File: src/rtl/tape_rdr_pkg.sv
package tape_rdr_pkg;

    // request mode codes on rd_mode
    localparam logic [1:0] MODE_ALPHA = 2'd0;
    localparam logic [1:0] MODE_BIN   = 2'd1;
    localparam logic [1:0] MODE_BOOT  = 2'd2;

    typedef enum logic [2:0] {
        ST_IDLE,
        ST_ALPHA,
        ST_BIN,
        ST_BOOT_CMD,
        ST_BOOT_DATA,
        ST_BOOT_RUN
    } rdr_state_e;

endpackage

File: src/rtl/tape_group_packer.sv
module tape_group_packer #(
    parameter int WORD_W  = 36,
    parameter int GROUP_W = 6
) (
    input  logic               clk,
    input  logic               rst_n,
    input  logic               clear,
    input  logic               strobe,
    input  logic               mark,
    input  logic [GROUP_W-1:0] grp,
    output logic               word_done,
    output logic [WORD_W-1:0]  word_val
);
    localparam int LINES = WORD_W / GROUP_W;
    localparam int CNT_W = (LINES > 1) ? $clog2(LINES) : 1;
    localparam logic [CNT_W-1:0] LAST = CNT_W'(LINES - 1);

    logic [WORD_W-1:0] acc;
    logic [CNT_W-1:0]  cnt;
    logic              take;

    // only lines carrying the framing hole are counted
    assign take      = strobe && mark;
    assign word_done = take && (cnt == LAST);

    generate
        if (WORD_W > GROUP_W) begin : g_shift
            assign word_val = {acc[WORD_W-GROUP_W-1:0], grp};
        end else begin : g_single
            assign word_val = grp;
        end
    endgenerate

    always_ff @(posedge clk) begin
        if (!rst_n || clear) begin
            acc <= '0;
            cnt <= '0;
        end else if (take) begin
            acc <= word_val;
            cnt <= (cnt == LAST) ? '0 : cnt + 1'b1;
        end
    end


    cnt_range_chk: assert property (@(posedge clk) disable iff (!rst_n)
        cnt <= LAST);


    unmarked_hold_chk: assert property (@(posedge clk) disable iff (!rst_n)
        (strobe && !mark && !clear) |=> $stable(cnt));

endmodule

File: src/rtl/boot_cmd_decode.sv
module boot_cmd_decode #(
    parameter int              OP_W       = 6,
    parameter logic [OP_W-1:0] OP_DEPOSIT = 6'o32,
    parameter logic [OP_W-1:0] OP_JUMP    = 6'o60
) (
    input  logic [OP_W-1:0] opcode,
    output logic            is_deposit,
    output logic            is_jump
);
    assign is_deposit = (opcode == OP_DEPOSIT);
    assign is_jump    = (opcode == OP_JUMP);


    always_comb begin
        excl_cmd_chk: assert (!(is_deposit && is_jump));
    end

endmodule

File: src/rtl/tape_word_assembler.sv
module tape_word_assembler
    import tape_rdr_pkg::*;
#(
    parameter int              WORD_W     = 36,
    parameter int              LINE_W     = 8,
    parameter int              GROUP_W    = 6,
    parameter int              ADDR_W     = 15,
    parameter int              OP_W       = 6,
    parameter logic [OP_W-1:0] OP_DEPOSIT = 6'o32,
    parameter logic [OP_W-1:0] OP_JUMP    = 6'o60
) (
    input  logic              clk,
    input  logic              rst_n,
    input  logic              rd_req,
    input  logic [1:0]        rd_mode,
    input  logic              tape_strobe,
    input  logic [LINE_W-1:0] tape_line,
    output logic              rd_done,
    output logic [WORD_W-1:0] rd_word,
    output logic              mem_we,
    output logic [ADDR_W-1:0] mem_addr,
    output logic [WORD_W-1:0] mem_wdata,
    output logic              run_req,
    output logic [ADDR_W-1:0] run_addr,
    input  logic              run_ack,
    output logic              boot_err
);
    localparam int PAD_W = WORD_W - LINE_W;

    rdr_state_e state, state_nx;

    logic              req_ok;
    logic              pack_on;
    logic              word_done;
    logic [WORD_W-1:0] word_val;
    logic              is_dep;
    logic              is_jmp;

    assign req_ok  = rd_req && (state == ST_IDLE);
    assign pack_on = tape_strobe &&
                     (state == ST_BIN || state == ST_BOOT_CMD || state == ST_BOOT_DATA);

    tape_group_packer #(
        .WORD_W  (WORD_W),
        .GROUP_W (GROUP_W)
    ) u_packer (
        .clk       (clk),
        .rst_n     (rst_n),
        .clear     (req_ok),
        .strobe    (pack_on),
        .mark      (tape_line[LINE_W-1]),
        .grp       (tape_line[GROUP_W-1:0]),
        .word_done (word_done),
        .word_val  (word_val)
    );

    boot_cmd_decode #(
        .OP_W       (OP_W),
        .OP_DEPOSIT (OP_DEPOSIT),
        .OP_JUMP    (OP_JUMP)
    ) u_decode (
        .opcode     (word_val[WORD_W-1 -: OP_W]),
        .is_deposit (is_dep),
        .is_jump    (is_jmp)
    );

    // next-state logic
    always_comb begin
        state_nx = state;
        unique case (state)
            ST_IDLE: begin
                if (rd_req) begin
                    if (rd_mode == MODE_ALPHA)     state_nx = ST_ALPHA;
                    else if (rd_mode == MODE_BIN)  state_nx = ST_BIN;
                    else if (rd_mode == MODE_BOOT) state_nx = ST_BOOT_CMD;
                end
            end
            ST_ALPHA:     if (tape_strobe) state_nx = ST_IDLE;
            ST_BIN:       if (word_done)   state_nx = ST_IDLE;
            ST_BOOT_CMD: begin
                if (word_done) begin
                    if (is_dep)      state_nx = ST_BOOT_DATA;
                    else if (is_jmp) state_nx = ST_BOOT_RUN;
                    else             state_nx = ST_IDLE;
                end
            end
            ST_BOOT_DATA: if (word_done) state_nx = ST_BOOT_CMD;
            ST_BOOT_RUN:  if (run_ack)   state_nx = ST_IDLE;
            default:      state_nx = ST_IDLE;
        endcase
    end

    // state register
    always_ff @(posedge clk) begin
        if (!rst_n) state <= ST_IDLE;
        else        state <= state_nx;
    end

    // registered outputs
    always_ff @(posedge clk) begin
        if (!rst_n) begin
            rd_done   <= 1'b0;
            rd_word   <= '0;
            mem_we    <= 1'b0;
            mem_addr  <= '0;
            mem_wdata <= '0;
            run_req   <= 1'b0;
            run_addr  <= '0;
            boot_err  <= 1'b0;
        end else begin
            rd_done <= 1'b0;
            mem_we  <= 1'b0;
            if (req_ok) boot_err <= 1'b0;
            unique case (state)
                ST_ALPHA: begin
                    if (tape_strobe) begin
                        rd_word <= {{PAD_W{1'b0}}, tape_line};
                        rd_done <= 1'b1;
                    end
                end
                ST_BIN: begin
                    if (word_done) begin
                        rd_word <= word_val;
                        rd_done <= 1'b1;
                    end
                end
                ST_BOOT_CMD: begin
                    if (word_done) begin
                        if (is_dep) begin
                            mem_addr <= word_val[ADDR_W-1:0];
                        end else if (is_jmp) begin
                            run_addr <= word_val[ADDR_W-1:0];
                            run_req  <= 1'b1;
                        end else begin
                            boot_err <= 1'b1;
                        end
                    end
                end
                ST_BOOT_DATA: begin
                    if (word_done) begin
                        mem_wdata <= word_val;
                        mem_we    <= 1'b1;
                    end
                end
                ST_BOOT_RUN: begin
                    if (run_ack) run_req <= 1'b0;
                end
                default: ;
            endcase
        end
    end


    done_pulse_chk: assert property (@(posedge clk) disable iff (!rst_n)
        rd_done |=> !rd_done);


    write_return_chk: assert property (@(posedge clk) disable iff (!rst_n)
        mem_we |-> (state == ST_BOOT_CMD) && !rd_done);


    run_hold_chk: assert property (@(posedge clk) disable iff (!rst_n)
        (run_req && !run_ack) |=> run_req && $stable(run_addr));


    err_no_write_chk: assert property (@(posedge clk) disable iff (!rst_n)
        boot_err |-> !mem_we && !run_req);


    idle_quiet_chk: assert property (@(posedge clk) disable iff (!rst_n)
        (state == ST_IDLE && $past(state) == ST_IDLE) |-> !rd_done && !mem_we);

endmodule

File: config.mk
export PLATFORM = sky130hd
export DESIGN_NAME = tape_word_assembler
export DESIGN_NICKNAME = d
export VERILOG_FILES = /design/src/rtl/tape_rdr_pkg.sv /design/src/rtl/tape_group_packer.sv /design/src/rtl/boot_cmd_decode.sv /design/src/rtl/tape_word_assembler.sv
export SDC_FILE = /design/constraint.sdc
export NUM_CORES = 1
export LEC_CHECK = 0
export ABC_CLOCK_PERIOD_IN_PS = 2100
export BUFFER_PORTS_ARGS = -buffer_cell sky130_fd_sc_hd__buf_4
export CAP_MARGIN = 20
export CORE_AREA = 2 2 141 143
export CTS_CLUSTER_DIAMETER = 30
export DETAILED_ROUTE_END_ITERATION = 10
export DIE_AREA = 0 0 143 145
export RECOVER_POWER = 50
export REMOVE_ABC_BUFFERS = 1
export SLEW_MARGIN = 10
export SYNTH_ARGS = -nofsm -noshare
export SYNTH_HDL_FRONTEND = slang
export SYNTH_HIERARCHICAL = 1
export SYNTH_SLANG_ARGS = --single-unit
File: constraint.sdc
create_clock -name clk -period 2.1 [get_ports clk]
set_input_delay 0.105 -clock clk [delete_from_list [all_inputs] [get_ports clk]]
set_output_delay 0.105 -clock clk [all_outputs]
set_load 0.005 [all_outputs]
==> results by group <==
CTS
  • Root buffer cell: clkbuf_16
  • Total clock sinks: 142
  • Worst-Skew Late Latency: between 0.4 and 0.5 ns
  • Buffer levels on the longest clock path: 2
  • Total CTS buffers: 17
  • Clock-pin slew on the worst setup and hold paths: approximately 0.06 ns
  • Post-CTS Setup Bufs: 0
  • CTS tree: yes
  • H-tree depth reported by CTS: 4

Die
  • Core footprint: ~19000 µm²
  • Site row count: slightly above 50
  • Overall die height: between 100 and 150 µm
  • X dimension of the die: ~140 µm
  • Initial standard-cell utilization of the core: roughly 30%
  • I/O pin cnt: about 120
  • DIE AREA: ~21000 µm²

Place
  • Cell count after placement: about 1.0k
  • Post-placement setup slack: around 0.028 ns
  • GPL Wtd Cong: 0.8364
  • DPL Wire Length: approximately 10000 µm
  • Count of buffers inserted at the top-level ports: 120
  • Area after DPL: roughly 6900 µm²

Flow run
  • Reported max-cap violation count: 0

Finish
  • Layout fillers: 1971
  • Number of standard cells in the layout, taps in and fillers out: 1060
  • Count of nets after finishing: 800
  • # diodes: 0
  • Final cell area excluding filler cells: 7594 µm²
  • Growth of design area from synthesis to finish: 33.06%
  • Fraction of final layout cells with drive strength greater than 1: 26.29%
  • Share of the core filled with cells in the final layout: between 30 and 40%

Synth
  • Most instantiated library cell after synthesis: nand2_1
  • Average size of a mapped cell: between 8 and 9 µm²
  • Yosys top cell by area: dfxtp_1
  • Synth Register Bits: 142
  • Share of the synthesized area in the top cell type: between 40% and 50%
  • Area contributors post-synth: dfxtp_1 (50%), nand2_1 (9.9%), a21oi_1 (9.4%)
  • Warnings from Yosys: 6
  • Number of synthesized flops with an enable pin: 0
  • Flip-flop cell with the highest count after synthesis: dfxtp_1
  • Cell area after technology mapping: between 5000 and 6000 µm²
  • Mapped Cells: around 670
  • Count of distinct cell types in the synthesized netlist: 42
  • Seq/Total Area, Yosys: 49.81%
  • Proportion of synthesized flip-flops having asynchronous set or reset: 0%
  • Most numerous cell types in the synthesized netlist: nand2_1 (151), dfxtp_1 (142), a21oi_1 (107)

Critical path
  • Startpoint types: flip-flop
  • R2r worst-path depth: 10
  • Worst Path Arrival: roughly 2.3 ns
  • Endpoint of the worst-slack reg-to-reg timing path: rd_word[4]
  • Worst Path Max Fanout: 33
  • Start-to-end type of the worst setup path: flip-flop to flip-flop
  • CP Data Required Time: ~2.4 ns
  • Critical path endpoint category: flip-flop
  • Reg2Reg Launch Point: state[1]
  • Setup slack of the most critical reg-to-reg path: 0.10 ns

STA
  • Transition time of the tightest slew-check pin: between 0.6 and 0.7 ns
  • Unrepaired setup endpoints after global routing: true
  • Final worst setup slack: between 0.1 and 0.15 ns
  • Maximum clock rate: 500.9 MHz
  • Final count of pins violating max slew: 0
  • Min cycle time layout: between 1.5 and 2 ns
  • Worst-case clock skew: about 0.0065 ns
  • Final Hold Vio Count: 0
  • Worst slew margin relative to its limit: a little under three fifths
  • Final period utilization: a little over nine tenths
  • Final setup violation count: 0

Worst hold path
  • Startpoint of the tightest hold check path: tape_line[6]
  • Number of cells traversed by the worst hold path: 3
  • Worst min path class: input pin to flip-flop
  • Hold Path End: rd_word[6]

Detailed routing
  • Via count normalized by instance count: ~4.7
  • DRC violation count after routing: 0
  • 1st-iter DRT viols: 398
  • Vias after detailed routing: between 4k and 5k
  • Count of TritonRoute iterations in the first routing pass: 4
  • Remaining antenna violation count after routing: 0
  • Sum of routed wire length over all layers: around 16000 µm
  • Average routed wire per standard cell: about 15 µm

Global route
  • Vias in the first global route: about 4.6k
  • First-pass GRT wire length: 25020 µm
  • Antenna violations before repair: 0
  • Largest net degree at the start of global routing: 64
  • Tot GR Track Use: between 15 and 20%
  • Congestion Overflow GR: 0

Power
  • Static power due to leakage: 0.002705 µW
  • IR drop worst, VDD: about 0.00063 V
  • Power density over the cells: 927.5 nW/µm²
  • Total power draw: between 7000 and 8000 µW

Status
  • Status: finished, final reports clean
power by group:
part | total, µW | internal (µW) | switching (µW)
registers | 2790 | 2750 | 40.4
clock network | 3330 | 2190 | 1140
logic | 925 | 348 | 577
worst max-delay path, stage by stage (launching register included):
cell and delay, ns:
dfxtp_2 0.34, nor2_2 0.15, a21oi_2 0.09, nor2b_4 0.11, and3_1 0.17, and3b_2 0.22, nand3b_1 0.15, a21oi_4 0.21
buf_12 0.22, nor2_1 0.06, a211oi_1 0.19
cell type report:
class | count | area (µm²) | area share [%]
clock buffer | 20 | 466.7 | 6.146
inverter | 5 | 18.77 | 0.2472
multi-input combinational | 457 | 2559 | 33.70
clock inverter | 11 | 186.4 | 2.455
tap | 265 | 331.6 | 4.366
timing repair buffer | 160 | 1186 | 15.62
sequential | 142 | 2845 | 37.47
through the flow:
step | setup TNS [ns] | hold slack, ns
floorplan | -302.01 | 0.2267
global placement | 0 | 0.3955
detailed placement | 0 | 0.3998
CTS | 0 | 0.04821
global route | -0.1974 | 0.08833
finish | 0 | 0.06712
what timing repair did:
action                                  in CTS  in global routing
endpoints found under the setup margin       1                 21
endpoints found under the hold margin       24                  0
hold buffers                                 6                  0
pin swaps                                    0                  0
gates cloned                                 0                  0
resized for setup                            5                  8
layout by cell type, fill, tap and decap left out, types with 9 or more instances in the layout:
cell type  instances
nand2_1          151
dfxtp_1          140
a21oi_1          104
clkbuf_4          77
nand3_1           75
buf_4             41
a21bo_2           31
clkbuf_1          29
a21boi_0          21
clkbuf_16         17
mux2i_1           10
nor2_1             9
metal layers:
metal / wire length [µm] / GRT usage, % / vias to the layer above
met3: 1018 / 5.578 / 15
met4: 168 / 4.455 / 0
met1: 7328 / 20.27 / 2294
met5: 0 / 0 / -
li1: - / - / 2509
met2: 7456 / 24.04 / 130
worst max path at each step:
| stage | startpoint | end | slack (ns) | depth (start not counted) |
|---|---|---|---|---|
| 5_1_grt | state[1] | rd_word[12] | -0.04 | 10 |
| 3_3_place_gp | state[1] | rd_word[4] | 0.07 | 10 |
| 2_1_floorplan | state[1] | run_addr[0] | -2.49 | 9 |
| 4_1_cts | u_packer/acc[28] | run_addr[14] | 0.05 | 7 |
| 6_report | state[1] | rd_word[4] | 0.10 | 10 |
| 3_5_place_dp | state[1] | run_addr[8] | 0.03 | 10 |
flip-flops by register name, indices dropped and copies added, names as in the netlist:
signal and flops:
boot_err 1, mem_addr 15, mem_wdata 36, mem_we 1
rd_done 1, rd_word 36, run_addr 15, run_req 1
state 3, u_packer/acc 30, u_packer/cnt 3
logic make-up (layout without fill, tap and decap cells):
kind of cell / after synthesis / count (layout) / share of synthesized area, %
AOI/OAI and AO/OA: 177 / 177 / 20.21
adders and majority gates: 2 / 2 / 0.4384
buffers and inverters: 68 / 196 / 6.292
DFF: 142 / 142 / 49.81
muxes: 10 / 10 / 1.754
and+or+nand+nor: 268 / 268 / 21.49
Power figures use the tool's default switching activity.
